==> config.mk <==
export PLATFORM = sky130hd
export DESIGN_NAME = alu2_top
export DESIGN_NICKNAME = d
export VERILOG_FILES = /design/src/rtl/alu2_pkg.sv /design/src/rtl/alu2_dec.sv /design/src/rtl/alu2_addsub.sv /design/src/rtl/alu2_flags.sv /design/src/rtl/alu2_top.sv
export SDC_FILE = /design/constraint.sdc
export NUM_CORES = 1
export LEC_CHECK = 0
export CORE_MARGIN = 3
export CORE_UTILIZATION = 45
export DETAILED_ROUTE_END_ITERATION = 16
export DONT_BUFFER_PORTS = 1
export PLACE_DENSITY = 0.69
export SYNTH_ARGS = -nofsm -noshare
export SYNTH_HDL_FRONTEND = slang
export SYNTH_SLANG_ARGS = --single-unit
==> constraint.sdc <==
create_clock -name vclk -period 17.17
set_input_delay 0.8585 -clock vclk [all_inputs]
set_output_delay 0.8585 -clock vclk [all_outputs]
set_load 0.05 [all_outputs]
==> src/rtl/alu2_pkg.sv <==
package alu2_pkg;

  localparam int CLASS_W = 2;
  localparam int FUNCT_W = 6;
  localparam int KEY_W   = 4;
  localparam int OP_W    = 3;

  localparam logic [CLASS_W-1:0] CLS_MEM = 2'b00;
  localparam logic [CLASS_W-1:0] CLS_BEQ = 2'b01;

  localparam logic [OP_W-1:0] OP_AND = 3'b000;
  localparam logic [OP_W-1:0] OP_OR  = 3'b001;
  localparam logic [OP_W-1:0] OP_ADD = 3'b010;
  localparam logic [OP_W-1:0] OP_SUB = 3'b110;
  localparam logic [OP_W-1:0] OP_SLT = 3'b111;

  localparam logic [KEY_W-1:0] KEY_ADD = 4'b0000;
  localparam logic [KEY_W-1:0] KEY_SUB = 4'b0010;
  localparam logic [KEY_W-1:0] KEY_AND = 4'b0100;
  localparam logic [KEY_W-1:0] KEY_OR  = 4'b0101;
  localparam logic [KEY_W-1:0] KEY_SLT = 4'b1010;

  localparam int SUB_BIT = 2;

endpackage

==> src/rtl/alu2_dec.sv <==
module alu2_dec
  import alu2_pkg::*;
(
  input  logic [CLASS_W-1:0] op_class,
  input  logic [KEY_W-1:0]   key,
  output logic [OP_W-1:0]    alu_op
);

  logic [OP_W-1:0] key_op;

  always_comb begin
    case (key)
      KEY_ADD: key_op = OP_ADD;
      KEY_SUB: key_op = OP_SUB;
      KEY_AND: key_op = OP_AND;
      KEY_OR:  key_op = OP_OR;
      KEY_SLT: key_op = OP_SLT;
      default: key_op = OP_ADD;
    endcase
  end

  always_comb begin
    if (op_class[1])             alu_op = key_op;
    else if (op_class == CLS_BEQ) alu_op = OP_SUB;
    else                          alu_op = OP_ADD;
  end

endmodule

==> src/rtl/alu2_addsub.sv <==
module alu2_addsub #(
  parameter int WIDTH = 32,
  parameter int GROUP = 4
) (
  input  logic [WIDTH-1:0] a,
  input  logic [WIDTH-1:0] b,
  input  logic             sub,
  output logic [WIDTH-1:0] sum,
  output logic [WIDTH-1:0] b_eff
);

  localparam int NGRP = WIDTH / GROUP;

  assign b_eff = b ^ {WIDTH{sub}};

  for (genvar g = 0; g < NGRP; g++) begin : grp
    logic             cin;
    logic             cout;
    logic [GROUP-1:0] p;
    logic [GROUP-1:0] k;
    logic [GROUP:0]   c;

    if (g == 0) begin : g_first
      assign cin = sub;
    end else begin : g_next
      assign cin = grp[g-1].cout;
    end

    assign p = a[g*GROUP +: GROUP] ^ b_eff[g*GROUP +: GROUP];
    assign k = a[g*GROUP +: GROUP] & b_eff[g*GROUP +: GROUP];

    always_comb begin
      c[0] = cin;
      for (int i = 0; i < GROUP; i++) begin
        c[i+1] = k[i] | (p[i] & c[i]);
      end
    end

    assign sum[g*GROUP +: GROUP] = p ^ c[GROUP-1:0];
    // skip path: a fully propagating group passes its carry-in straight on
    assign cout = (&p) ? cin : c[GROUP];
  end

endmodule

==> src/rtl/alu2_flags.sv <==
module alu2_flags
  import alu2_pkg::*;
#(
  parameter int WIDTH = 32
) (
  input  logic [OP_W-1:0]  alu_op,
  input  logic             a_msb,
  input  logic             be_msb,
  input  logic             sum_msb,
  input  logic [WIDTH-1:0] result,
  output logic             less,
  output logic             overflow,
  output logic             zero
);

  logic sign_flip;
  logic arith;

  assign sign_flip = (a_msb == be_msb) && (sum_msb != a_msb);
  assign arith     = (alu_op == OP_ADD) || (alu_op == OP_SUB);
  assign less      = sum_msb ^ sign_flip;
  assign overflow  = arith & sign_flip;
  assign zero      = ~|result;

endmodule

==> src/rtl/alu2_top.sv <==
module alu2_top
  import alu2_pkg::*;
#(
  parameter int WIDTH = 32,
  parameter int GROUP = 4
) (
  input  logic [CLASS_W-1:0] op_class,
  input  logic [FUNCT_W-1:0] funct,
  input  logic [WIDTH-1:0]   a,
  input  logic [WIDTH-1:0]   b,
  output logic [OP_W-1:0]    alu_op,
  output logic [WIDTH-1:0]   result,
  output logic               zero,
  output logic               overflow
);

  logic [WIDTH-1:0] sum;
  logic [WIDTH-1:0] b_eff;
  logic             less;

  alu2_dec u_dec (
    .op_class (op_class),
    .key      (funct[KEY_W-1:0]),
    .alu_op   (alu_op)
  );

  alu2_addsub #(.WIDTH(WIDTH), .GROUP(GROUP)) u_addsub (
    .a     (a),
    .b     (b),
    .sub   (alu_op[SUB_BIT]),
    .sum   (sum),
    .b_eff (b_eff)
  );

  always_comb begin
    case (alu_op)
      OP_AND:  result = a & b;
      OP_OR:   result = a | b;
      OP_SLT:  result = {{(WIDTH-1){1'b0}}, less};
      default: result = sum;
    endcase
  end

  alu2_flags #(.WIDTH(WIDTH)) u_flags (
    .alu_op   (alu_op),
    .a_msb    (a[WIDTH-1]),
    .be_msb   (b_eff[WIDTH-1]),
    .sum_msb  (sum[WIDTH-1]),
    .result   (result),
    .less     (less),
    .overflow (overflow),
    .zero     (zero)
  );

endmodule

### Word-level counts from Yosys, hierarchy flattened

Cells that the tools add are included.

* register bits after elaboration: 0
* bits in read-only memories: 0
* latch bits: 0
* memories kept: 0
* RAM bits: 0

* bitwise gates (word level): 91
* multipliers: 0
* shift-type cells: 0
* div/mod/pow operators: 0
* add/sub/neg operators: 0
* equality and inequality tests: 11
* order comparisons: 0
* reduce and logical (&&, ||, !) cells: 12
* multiplexer cells: 11

Operators with widths (count)
* $pmux W32 S3: 1
* $xor A4 B4 Y4: 16
* $and A1 B1 Y1: 32
* $and A32 B32 Y32: 1
* $or A32 B32 Y32: 1
* $reduce_or A32 Y1: 1
* $xor A32 B32 Y32: 1
* $or A1 B1 Y1: 31
* $and A4 B4 Y4: 7
* $reduce_and A4 Y1: 7
* $pmux W3 S4: 1
* $eq A4 B3 Y1 const B: 2
* $mux W1: 7
* $eq A3 B3 Y1 const B: 2
* $mux W3: 2
* $eq A4 B2 Y1 const B: 1
* $eq A4 B4 Y1 const B: 1
* $and A3 B3 Y3: 1
* $eq A3 B1 Y1 const B: 1
* $eq A3 B2 Y1 const B: 1
* $logic_not A3 Y1: 1
* $eq A2 B1 Y1 const B: 1
* $eq A1 B1 Y1: 1
* $logic_and A1 B1 Y1: 1
* other kinds (4): 4

### Logic depth before layout (Yosys ltp)

* depth in word-level cells: 81
* mapped depth: 56
* gate-level depth less buffers: 54

### Hierarchy

Synthesis repeated with hierarchy kept, for this count alone.

* cells, all modules: 426
* area total of the unflattened synthesis: 3338.2 um2

Modules (own cells, without submodules)
* alu2_addsub: seq. area each 0.0 um2, times used 1, cells an instance 222, area each 1836.8 um2
* alu2_top: seq. area each 0.0 um2, times used 1, cells an instance 182, area each 1337.5 um2
* alu2_flags: seq. area each 0.0 um2, times used 1, cells an instance 16, area each 107.6 um2
* alu2_dec: seq. area each 0.0 um2, times used 1, cells an instance 6, area each 56.3 um2

### Worst setup path before layout

No wires, ideal clock.

* path kind: input-to-output
* start point: in op_class[1]
* end point: out zero
* setup slack: -1.226 ns
* cell stages on the path: 53
* arrival: 17.537 ns
* path through: nand2_1 o32a_1 buf_1 buf_2 xnor2_1 inv_1 fa_1 fa_1 fa_1 a41oi_1 a21oi_1 fa_1 fa_1 fa_1 fa_1 nand2_1 nand2_1 fa_1 [... 17 more ...] fa_1 fa_1 fa_1 fa_1 nand2_1 nand2_1 fa_1 fa_1 fa_1 fa_1 nor2_1 a31oi_1 fa_1 fa_1 o211ai_1 or4_1 or4_1 nor4_2

RTL lines
* from (decl): RTL line alu2_top.sv:7 `input logic [CLASS_W-1:0] op_class,`
* $eq A2 B1 Y1: RTL line alu2_dec.sv:24 `else if (op_class == CLS_BEQ) alu_op = OP_SUB;`
* $mux W3: RTL line alu2_dec.sv:24
* $mux W3 (*): RTL line alu2_dec.sv:23 `if (op_class[1]) alu_op = key_op;`
* $xor A32 B32 Y32: RTL line alu2_addsub.sv:14 `assign b_eff = b ^ {WIDTH{sub}};`
* $xor A4 B4 Y4: RTL line alu2_addsub.sv:29 `assign p = a[g*GROUP +: GROUP] ^ b_eff[g*GROUP +: GROUP];`
* $and A1 B1 Y1: RTL line alu2_addsub.sv:35 `c[i+1] = k[i] | (p[i] & c[i]);`
* $or A1 B1 Y1: RTL line alu2_addsub.sv:35
* $and A1 B1 Y1: RTL line alu2_addsub.sv:35
* [... 59 more ...]
* $mux W1: RTL line alu2_addsub.sv:41 `assign cout = (&p) ? cin : c[GROUP];`
* $and A1 B1 Y1: RTL line alu2_addsub.sv:35
* $or A1 B1 Y1: RTL line alu2_addsub.sv:35
* $xor A4 B4 Y4: RTL line alu2_addsub.sv:39 `assign sum[g*GROUP +: GROUP] = p ^ c[GROUP-1:0];`
* $pmux W32 S3 (*): RTL line alu2_top.sv:36 `case (alu_op)`
* via result[29]: RTL line alu2_top.sv:12 `output logic [WIDTH-1:0] result,`
* $reduce_or A32 Y1 (*): RTL line alu2_flags.sv:23 `assign zero = ~|result;`
* $logic_not A1 Y1 (*): RTL line alu2_flags.sv:23
* to (decl): RTL line alu2_top.sv:13 `output logic zero,`

Mark *: on every way through the listed nets, which the timed path passes. The rest lies on a longest branch.

### Worst setup path after layout

* start point: in funct[0]
* end point: out zero

* cells in the longest elaborated chain, start to end: 81

Ends and longest elaborated chain
* from (decl): RTL line alu2_top.sv:8 `input logic [FUNCT_W-1:0] funct,`
* $eq A4 B4 Y1 (tied with other cells): RTL line alu2_dec.sv:12 `case (key)`
* $pmux W3 S4 (*): RTL line alu2_dec.sv:12
* $mux W3 (*): RTL line alu2_dec.sv:23
* $xor A32 B32 Y32: RTL line alu2_addsub.sv:14
* $xor A4 B4 Y4: RTL line alu2_addsub.sv:29
* $and A1 B1 Y1: RTL line alu2_addsub.sv:35
* $or A1 B1 Y1: RTL line alu2_addsub.sv:35
* $and A1 B1 Y1: RTL line alu2_addsub.sv:35
* [... 65 more ...]
* $or A1 B1 Y1: RTL line alu2_addsub.sv:35
* $xor A4 B4 Y4: RTL line alu2_addsub.sv:39
* $ne A1 B1 Y1: RTL line alu2_flags.sv:19 `assign sign_flip = (a_msb == be_msb) && (sum_msb != a_msb);`
* $logic_and A1 B1 Y1: RTL line alu2_flags.sv:19
* $xor A1 B1 Y1: RTL line alu2_flags.sv:21 `assign less = sum_msb ^ sign_flip;`
* $pmux W32 S3 (*): RTL line alu2_top.sv:36
* $reduce_or A32 Y1 (*): RTL line alu2_flags.sv:23
* $logic_not A1 Y1 (*): RTL line alu2_flags.sv:23

Every way passes the cells marked *; elsewhere a longest branch is shown, timed or not.

==> out/qor.txt <==
Status: completed
Peak per-stage delay on the critical path: 0.53 ns
M1 GR Usage: 0.290
Synth Area in Adders: 0.385
Total congestion overflow: 0
Worst-Margin Slew: 1.20 ns
Post-synth cell types: 53
Compound-Gate Fraction of Synth Area: 0.246
GPL Wtd Cong: 0.743
CP Class: primary input to output port
Non-filler cells, final: 410
ANT cells: 0
PnR worst setup slack: 0.569 ns
Vias/cell: 5.92
Area leader, netlist: fa_1
Flop pwr share: 0
Mapped Area: 2630 um2
Met2 usage: 0.379
Fillcell total: 561
Max_cap viols: 0
DRT Pass-1 Iters: 4
Leak pwr: 1.27 nW
Power share of the clock group: 0
Hold WC Path Type: primary input to output port
Synth Warn #: 0
Sw Ratio: 0.694
M3 GR Usage: 0.0401
Comb power frac: 1.000
Vias in the first global route: 2439
Post-synth top area share: 0.228
DRT Wirelength: 7500 um
Synth area leaders: fa_1 (23%), ha_1 (14%), xnor2_1 (11%)
Layout clock buffers: 0
Routed via count: 2428
Xor/xnor share of the synthesized area: 0.118
PD cells: 81.8 nW/um2
Synth Area in Simple Gates: 0.116
First-pass GRT wire length: 11600 um
Ports: 109
Area of the core: 5570 um2
PortBufs: 0
Crit start category: primary input
Maximum clock frequency: 0.0602 GHz
Antenna viol nets, final: 0
Final hold viol count: 0
Max Slew Vio Count: 0
Initial antenna violation count: 0
# placed instances: 409
Normalized max-slew margin: 0.202
Share of post-route cells with drive strength above 1: 0.180
Slowest CP cell: or4_4
Die area: 6810 um2
Setup WS pre-CTS: 0.0362 ns
Final Critical Period: 16.60 ns
Critical Path RT: 16.31 ns
Largest net degree at the start of global routing: 46
Register area share after synthesis: 0
Main combinational cell family by area after synthesis: adder cells
Num sequential: 0
Rows: 27
Layout area overhead: 12.8%
Die height: 82.5 um
DRC viols: 0
Worst EP arrival: 15.74 ns
# hold bufs at CTS: 0
Die Span X: 82.5 um
Initial Util: 0.473
Int Pwr: 0.0744 mW
Peak VDD IR: 39.8 uV
Post-detail-place hpwl: 5950 um
DRT iter0 DRCs: 109
Setup crit end kind: output port
Overall Global Routing Usage: 0.216
Worst Path Max Fanout: 22
Sw power: 0.169 mW
Final net count: 471
Most used routing layer: met2
Fin crit share: 0.967
Post-synthesis mux area share: 0.00380
Mapped Avg Cell Area: 8.01 um2
Most used cell, CP: fa_2
Syn_nets: 460
Register area: 0 um2
Final setup fails: 0
Wire per inst: 18.3 um
Mapped Cells: 329
## path summary, 6_finish.rpt
check                   start        end  slack (ns)  cells after the start
setup / recovery     funct[0]       zero        0.57                     52
hold / removal    op_class[1]  alu_op[0]        2.01                      1
## repair_timing
item / in CTS / in global routing
cloned: 0 / 0
pin swaps: 1 / 3
gates resized for setup: 0 / 13
endpoints found under the setup margin: 1 / 2
setup buffers: 0 / 1
## worst max-delay path: cells and delay by family
family,cells,cell delay [ns]
adders and majority gates,30,11.54
buffers and inverters,4,0.43
xor gates and xnor gates,1,0.16
and+or+nand+nor,9,1.41
AOI/OAI and AO/OA,8,1.35
## area by class of cell
| cell class | count | area, um2 | share of cell area |
|---|---|---|---|
| inverter | 65 | 244 | 0.0821 |
| timing repair buffer | 28 | 235 | 0.0792 |
| tap | 72 | 90.1 | 0.0303 |
| multi-input combinational | 245 | 2400 | 0.808 |
## per-layer routing
metal / vias up / wire (um)
met5: - / 0
met4: 0 / 9
met3: 2 / 614
met2: 76 / 3760
met1: 1177 / 3120
li1: 1173 / -
## synthesized netlist by cell type, types with 6 or more instances
| cell type | number |
|---|---|
| inv_1 | 63 |
| xnor2_1 | 32 |
| fa_1 | 30 |
| ha_1 | 29 |
| o21ai_0 | 23 |
| o22ai_1 | 14 |
| a211oi_1 | 13 |
| nand2_1 | 10 |
| nand3_1 | 10 |
| o221ai_1 | 9 |
| buf_2 | 8 |
| o211ai_1 | 8 |
| clkbuf_1 | 6 |
## placed cells by master (no fill, tap or decap), drive strengths merged, types with 3 or more instances in the layout
master,instances
buf,28
o211ai,8
o22ai,14
nor4,6
inv,64
xnor2,32
fa,30
o21ai,28
ha,29
nand2,10
maj3,5
and4,3
a21oi,4
o311ai,6
nand3,10
nand4,5
nor2,5
a211oi,13
o221ai,9
## stage by stage
stage / cell area (um2) / util / power (mW) / hold slack, ns / setup TNS, ns
after floorplan: 2700 / - / 0.188 / 2.00 / 0
final: 2970 / 0.533 / 0.243 / 2.01 / 0
after global placement: 2930 / 0.525 / 0.237 / 2.01 / -0.0107
after detailed placement: 2930 / 0.525 / 0.239 / 2.01 / 0
after global routing: 2970 / 0.533 / 0.262 / 2.01 / -0.0141
after CTS: 2930 / 0.525 / 0.241 / 2.01 / 0
## power groups by stage
| stage | clock network (mW) | logic, mW | registers (mW) |
|---|---|---|---|
| CTS | 0 | 0.241 | 0 |
| floorplan | 0 | 0.188 | 0 |
| detailed placement | 0 | 0.239 | 0 |
| finish | 0 | 0.243 | 0 |
| global route | 0 | 0.262 | 0 |
| global placement | 0 | 0.237 | 0 |
## kinds of logic after synthesis
logic type / count (synthesis)
AOI/OAI and AO/OA: 95
buffers and inverters: 84
adders and majority gates: 64
and+or+nand+nor: 51
xor gates and xnor gates: 34
muxes: 1
Power figures use the tool's default switching activity.
